### config.mk
export PLATFORM = sky130hd
export DESIGN_NAME = alu_flag_gen
export DESIGN_NICKNAME = d
export VERILOG_FILES = /design/src/rtl/alu_flag_gen.sv
export SDC_FILE = /design/constraint.sdc
export NUM_CORES = 1
export LEC_CHECK = 0
export BUFFER_PORTS_ARGS = -buffer_cell sky130_fd_sc_hd__buf_2
export CAP_MARGIN = 5
export CORE_MARGIN = 3
export CORE_UTILIZATION = 30
export DETAILED_ROUTE_END_ITERATION = 8
export SLEW_MARGIN = 20
export SYNTH_ARGS = -nofsm -noshare
export SYNTH_HDL_FRONTEND = slang
export SYNTH_SLANG_ARGS = --single-unit
### constraint.sdc
create_clock -name clk -period 9.5 [get_ports clk]
set_clock_uncertainty 0.15 [all_clocks]
set_input_delay 1.9 -clock clk [delete_from_list [all_inputs] [get_ports clk]]
set_output_delay 1.9 -clock clk [all_outputs]
set_load 0.02 [all_outputs]
### src/rtl/alu_flag_gen.sv
module alu_flag_gen #(
  parameter int W  = 16,
  parameter int BW = 8
) (
  input  logic         clk,
  input  logic         rst_n,
  input  logic [2:0]   op,
  input  logic         byte_mode,
  input  logic [W-1:0] a,
  input  logic [W-1:0] b,
  input  logic         carry_in,
  input  logic         flag_we,
  output logic [W-1:0] result,
  output logic [5:0]   flags,
  output logic [5:0]   flags_q
);
  localparam logic [2:0] OP_ADD = 3'd0, OP_ADC = 3'd1, OP_SUB = 3'd2, OP_SBB = 3'd3,
                         OP_AND = 3'd4, OP_OR  = 3'd5, OP_XOR = 3'd6;

  logic         is_arith, is_sub, use_c, cin;
  logic [W-1:0] bx, mask, raw;
  logic [W:0]   sum;
  logic         c4, cbyte, cout, top_r, top_a, top_b, aux_c, ovf;

  assign is_arith = ~op[2];
  assign is_sub   = (op == OP_SUB) | (op == OP_SBB);
  assign use_c    = ((op == OP_ADC) | (op == OP_SBB)) & carry_in;
  assign bx       = is_sub ? ~b : b;
  assign cin      = is_sub ? ~use_c : use_c;
  assign sum      = {1'b0, a} + {1'b0, bx} + {{W{1'b0}}, cin};

  assign c4    = a[4] ^ bx[4] ^ sum[4];
  assign cbyte = a[BW] ^ bx[BW] ^ sum[BW];
  assign cout  = byte_mode ? cbyte : sum[W];
  assign mask  = byte_mode ? {{(W-BW){1'b0}}, {BW{1'b1}}} : {W{1'b1}};

  always_comb begin
    case (op)
      OP_AND:  raw = a & b;
      OP_OR:   raw = a | b;
      OP_XOR:  raw = a ^ b;
      OP_ADD, OP_ADC, OP_SUB, OP_SBB: raw = sum[W-1:0];
      default: raw = b;
    endcase
  end

  assign result = raw & mask;
  assign top_r  = byte_mode ? result[BW-1] : result[W-1];
  assign top_a  = byte_mode ? a[BW-1] : a[W-1];
  assign top_b  = byte_mode ? bx[BW-1] : bx[W-1];
  assign ovf    = (top_a == top_b) & (top_r != top_a);
  assign aux_c  = is_sub ? ~c4 : c4;

  assign flags[0] = is_arith & (is_sub ? ~cout : cout);
  assign flags[1] = (result == '0);
  assign flags[2] = top_r;
  assign flags[3] = ~^result[7:0];
  assign flags[4] = is_arith & ovf;
  assign flags[5] = is_arith & aux_c;

  always_ff @(posedge clk or negedge rst_n) begin
    if (!rst_n)       flags_q <= '0;
    else if (flag_we) flags_q <= flags;
  end
endmodule


==> flow_summary_export.csv, run 1 <==
group,metric,value,unit
drt,drt_wl_total,7.18,mm
cells_and_area,layout-drive-gt1-share,0.241,
status,status,"finished clean",
drt,ant_nets,0,
grt,grt.busiest_layer,"met2",
drt,vias_per_cell,5.06,
clock_network,ctsHtreeMaxLevel,1,
clock_network,cts-root-buf,"clkbuf_8",
sta,finalMaxSlewViolations,0,
pwr,powerDensity,111,mW/mm^2
drt,wire_per_inst,14.5,um
cells_and_area,insertedDiodeCount,0,
sta,finalSetupTns,0,ns
synthesis,synth_edf_count,0,
sta,maxSlewHeadroom,0.360,
sta,min_period,8.10,ns
die,num_rows,32,
grt,grt_pass1_vias,2448,
cells_and_area,final_common_cell,"buf_2",
synthesis,ys_types,51,
cells_and_area,fin_nets,490,
clock_network,clockBufferDepth,2,
pwr,vdd_drop_max,0.0343,mV
setup_path,criticalPathCategory,"primary input to output port",
grt,grt_pass1_wl,11.9,mm
setup_path,worstPathRequired,7.45,ns
die,die_h,98.0,um
grt,antenna_found_initial,0,
grt,grt_use_met1,0.194,
synthesis,synthesis.area,0.00254,sq mm
sta,worst_slack,1.40,ns
place,gp_congestion,0.841,
grt,grt_max_degree,33,
cells_and_area,largest_register,"flags_q",
die,die_width,98.0,um
clock_network,clkTransAtPathRegs,0.04,ns
pwr,leakage,1.59,nW
job,maxCapViolCount,0,
setup_path,critical_path_arrival,6.05,ns
place,pre_cts_ws,1.41,ns
sta,max_freq,0.123,GHz
clock_network,cts_tree,"done",
cells_and_area,final_cell_mix,"buf_2, inv_1, ha_1",
die,io-pin-count,68,
drt,drt_iter0_drc,179,
place,io_buffers,67,
synthesis,yosys_warnings,0,
grt,track_usage,0.148,
sta,finalHoldViolations,0,
worst_hold_path,hold_class,"flip-flop to flip-flop",
sta,hold_ws,0.346,ns
synthesis,ys_seq_elements,6,
synthesis,synth_nets,429,
cells_and_area,syn2layout_area_growth,18.2,%
grt,grtUsageMet2,0.259,
die,start_util,0.319,
grt,grt_overflow,0,
die,core_region_area,0.00797,sq mm
sta,post-route-period-util,0.852,
setup_path,crit_path_end_kind,"output port",
sta,rsz0062_at_grt,"no",
cells_and_area,reg.largest.list,"flags_q: 6 flops",
synthesis,synth_ff_type,"dfrtp_1",
clock_network,cts_buffers,3,
pwr,total_power,0.335,mW
drt,firstDrtPassIters,4,
clock_network,cts_setup_buffers,0,
sta,tightest_slew,0.958,ns
clock_network,cts_sinks,6,
drt,drc,0,
sta,setup_viol,0,
clock_network,cts_hold_buf,0,
setup_path,critPathLaunchType,"primary input",
setup_path,cp_max_fo,32,
cells_and_area,largest_reg_flops,6,
clock_network,cts.repair.resized,0,
clock_network,insertion_delay,0.22,ns
drt,vias,2512,
synthesis,synth_cells,335,
synthesis,async_flop_share,1.00,
synthesis,yosysSeqAreaShare,0.0591,
synthesis,synth_area_per_cell,7.59,sq um
grt,use_met3,0.0214,
place,place_hpwl,5.97,mm
die,dieArea,0.00961,sq mm
## logic make-up after synthesis
| group | after synthesis | synth area share |
|---|---|---|
| xor+xnor | 34 | 0.120 |
| buf+inv | 64 | 0.0965 |
| mux | 20 | 0.0955 |
| simple gates | 73 | 0.128 |
| flops | 6 | 0.0591 |
| fa+ha+maj | 54 | 0.272 |
| compound gates | 84 | 0.229 |
## synth_stat cells, drive strengths merged, types with 2 or more instances
cell / number / area [sq um]
o221ai: 5 / 43.8
a31oi: 3 / 18.8
a21oi: 13 / 65.1
nand2: 34 / 128
a221oi: 2 / 23.8
mux2: 14 / 158
mux4: 2 / 45.0
inv: 52 / 195
xnor2: 27 / 244
mux2i: 4 / 40.0
and3: 3 / 18.8
dfrtp: 6 / 150
o21a: 6 / 46.3
ha: 52 / 651
clkbuf: 8 / 30.0
nor2: 19 / 71.3
nand4: 2 / 12.5
a21boi: 2 / 15.0
o211ai: 2 / 15.0
nand3: 3 / 15.0
o22ai: 5 / 31.3
o2bb2ai: 2 / 17.5
buf: 4 / 20.0
fa: 2 / 40.0
o32ai: 2 / 17.5
nor3: 6 / 30.0
o21ai: 20 / 100
a21o: 8 / 60.1
xor2: 7 / 61.3
o31ai: 2 / 20.0
a211oi: 5 / 37.5
## where the power goes
group	internal (mW)	switching, mW
clock network	0.0272	0.0109
registers	0.0310	0.00251
logic	0.107	0.157
total	0.165	0.170
## final timing paths
path / start / to / slack (ns) / cells after the start
min: flags_q[4] / flags_q[4] / 0.35 / 1
max: op[2] / flags[1] / 1.40 / 16
min reg2reg: flags_q[4] / flags_q[4] / 0.35 / 1
max reg2reg: flags_q[2] / flags_q[2] / 8.60 / 1
min in group asynchronous: rst_n / flags_q[4] / 1.34 / 1
max in group asynchronous: rst_n / flags_q[2] / 7.71 / 1
## per-stage QoR
step | cells | util | area, sq um
floorplan | 335 | - | 2540
global placement | 493 | 0.372 | 2960
detailed placement | 493 | 0.372 | 2960
CTS | 496 | 0.377 | 3000
global route | 496 | 0.377 | 3000
finish | 496 | 0.377 | 3000
## area by class of cell
type                    count  area, sq um
flip-flops and latches      6          150
multi-input cells         265         2150
repair buffers             68          343
fillers                   870         4960
clock buffers               3         41.3
well taps                 102          128
inverters                  52          195
## critical path, cell delays in order
cell and delay [ns]:
buf_2 0.44, inv_1 0.22, nand2_1 0.11, buf_4 0.29, xnor2_1 0.13, fa_1 0.45, fa_1 0.42, a21o_1 0.20
a221oi_2 0.37, o21a_2 0.24, o31ai_2 0.08, xnor2_2 0.12, o22ai_1 0.10, or4b_4 0.54, nor3_1 0.21, buf_2 0.21
## metal layers
layer / up-vias / routed length [um]
met5: - / 0
li1: 1283 / -
met1: 1161 / 3250
met4: 0 / 42
met3: 5 / 385
met2: 63 / 3500
No activity file was read; power rests on OpenSTA's default activity.
==> run 2: changes to the inputs <==
Settings changed: ABC_AREA from default to 1, CORE_MARGIN 3 to 1.5.
==> flow_summary_export.csv, run 2 <==
group,metric,value,unit
job,maxCapViolCount,0,
die,die_h,99.8,um
sta,min_period,8.12,ns
cells_and_area,layout-drive-gt1-share,0.178,
sta,hold_ws,0.321,ns
synthesis,synth_ff_type,"dfrtp_1",
synthesis,synth_top_cells_by_count,"nand2_1, inv_1, ha_1",
clock_network,cts_sinks,6,
setup_path,crit_path_start,"op[2]",
clock_network,cts-root-buf,"clkbuf_8",
synthesis,synthTopCellsByArea,"ha_1, nand2_1, inv_1",
die,num_rows,35,
clock_network,cts_hold_buf,0,
clock_network,insertion_delay,0.22,ns
setup_path,rrSetupSlack,8.71,ns
place,gp_congestion,0.858,
worst_hold_path,min_to,"flags_q[1]",
pwr,leakage,2.00,nW
synthesis,synth_area_per_cell,6.00,sq um
clock_network,cts_buffers,3,
drt,drt_wl_total,8.35,mm
setup_path,criticalPathCategory,"primary input to output port",
die,die_width,99.8,um
grt,track_usage,0.167,
synthesis,yosys_warnings,0,
drt,drc,0,
die,start_util,0.307,
setup_path,cp_num_buf_inv,5,
setup_path,crit_path_end_kind,"output port",
sta,post-route-period-util,0.855,
clock_network,cts.repair.resized,0,
drt,firstDrtPassIters,4,
drt,vias_per_cell,4.89,
grt,antenna_found_initial,0,
die,dieArea,0.00995,sq mm
setup_path,worstPathRequired,7.45,ns
place,place_hpwl,6.76,mm
setup_path,r2r_cells,2,
setup_path,cp_max_fo,21,
pwr,powerDensity,102,mW/mm^2
synthesis,synthesis.area,0.00281,sq mm
synthesis,yosys.area.top_type,"ha_1",
grt,grt_pass1_vias,2999,
sta,max_freq,0.123,GHz
cells_and_area,largest_register,"flags_q",
synthesis,synth_cells,468,
setup_path,crit_chain,"buf_2 > inv_1 > nand2_2 > xor2_1 > fa_1 > fa_1 > nand3_1 > nand3_1 > o21ai_0 > a21oi_1 > inv_1 > nand2_1 > o21a_1 > inv_1 > ha_1 > nand2_1 > nor2_1 > nand2_1 > nor2_2 > and2_1 > buf_2",
setup_path,critPathLaunchType,"primary input",
grt,grt_pass1_wl,13.7,mm
cells_and_area,insertedDiodeCount,0,
drt,drt_iter0_drc,156,
sta,tightest_slew,0.951,ns
synthesis,ys_types,37,
synthesis,yosysTopAreaCellShare,0.232,
setup_path,r2r_start,"flags_q[2]",
cells_and_area,syn2layout_area_growth,15.5,%
grt,grt_max_degree,22,
sta,finalHoldViolations,0,
cells_and_area,final_cell_mix,"nand2_1, inv_1, buf_2",
cells_and_area,largest_reg_flops,6,
cells_and_area,reg.largest.list,"flags_q: 6 flops",
synthesis,ys_seq_elements,6,
sta,rsz0062_at_grt,"no",
cells_and_area,final_common_cell,"nand2_1",
status,status,"finished clean",
synthesis,synth_nets,562,
synthesis,async_flop_share,1.00,
place,io_buffers,67,
clock_network,cts_setup_buffers,0,
sta,maxSlewHeadroom,0.365,
sta,finalMaxSlewViolations,0,
sta,finalSetupTns,0,ns
cells_and_area,fin_nets,623,
setup_path,critPathMaxStageDelay,0.55,ns
drt,wire_per_inst,13.1,um
drt,vias,3121,
clock_network,ctsHtreeMaxLevel,1,
worst_hold_path,min_from,"flags_q[1]",
setup_path,reg2reg_to,"flags_q[2]",
pwr,total_power,0.331,mW
synthesis,yosysSeqAreaShare,0.0535,
clock_network,clkTransAtPathRegs,0.03,ns
pwr,vdd_drop_max,0.0474,mV
setup_path,critical_path_arrival,6.07,ns
setup_path,slowest_stage,"inv_1",
worst_hold_path,hold_class,"flip-flop to flip-flop",
sta,worst_slack,1.38,ns
worst_hold_path,holdPathStages,2,
die,core_region_area,0.00915,sq mm
grt,grt_overflow,0,
cells_and_area,fill_cells,993,
synthesis,synth_edf_count,0,
place,pre_cts_ws,1.38,ns
clock_network,clockBufferDepth,2,
synthesis,synth_most_common_cell,"nand2_1",
die,io-pin-count,68,
sta,setup_viol,0,
setup_path,cp_top_family,"simple AND/OR/NAND/NOR gates",
clock_network,cts_tree,"done",
drt,ant_nets,0,
-- run 2: cell count changes in the layout (fill, tap and decap cells not counted), sizes merged, moves of 9 or more --
| cell | delta |
|---|---|
| mux2 | -14 |
| nand2 | +104 |
| xor2 | +9 |
| nand3 | +33 |
| nor2 | +9 |
| xnor2 | -23 |
| inv | +41 |
-- run 2: per-layer routing --
layer  share of wire  GRT usage  vias up
li1                -          -     1610
met1            0.47      0.217     1431
met2            0.48      0.302       76
met3           0.038     0.0126        4
met4          0.0081     0.0314        0
met5               0          0        -
-- run 2: worst register-to-register path, cell delays in order, from the launching register on --
cell	delay, ns
dfrtp_1	0.37
nor2_1	0.10
a31oi_1	0.05
-- run 2: area by class of cell --
cell class,count,area [sq um],share of cell area
clock buffers,3,41.3,0.0127
inverters,93,349,0.108
multi-input cells,358,2230,0.687
flip-flops and latches,6,150,0.0463
well taps,111,139,0.0428
repair buffers,67,335,0.103
-- run 2: cells by family after synthesis --
logic type	synth area share
simple gates	0.339
xor+xnor	0.0624
compound gates	0.146
fa+ha+maj	0.246
flops	0.0535
buf+inv	0.153
-- run 2: worst max-delay path by stage --
| stage | endpoint | slack (ns) | cells after the start |
|---|---|---|---|
| 2_1_floorplan | flags[3] | 2.39 | 15 |
| 3_3_place_gp | flags[1] | 1.47 | 21 |
| 5_1_grt | flags[1] | 0.97 | 21 |
| 6_report | flags[1] | 1.38 | 21 |
| 4_1_cts | flags[1] | 1.37 | 21 |
| 3_5_place_dp | flags[1] | 1.38 | 21 |
-- run 2: where the power goes --
part           internal [mW]  switching [mW]
registers             0.0304         0.00259
clock network         0.0272          0.0111
logic                 0.0934           0.166
-- run 2: through the flow --
stage,std cells,instance area (sq um),util
floorplan,468,2810,-
global placement,635,3200,0.350
detailed placement,635,3200,0.350
CTS,638,3240,0.354
global route,638,3240,0.354
finish,638,3240,0.354
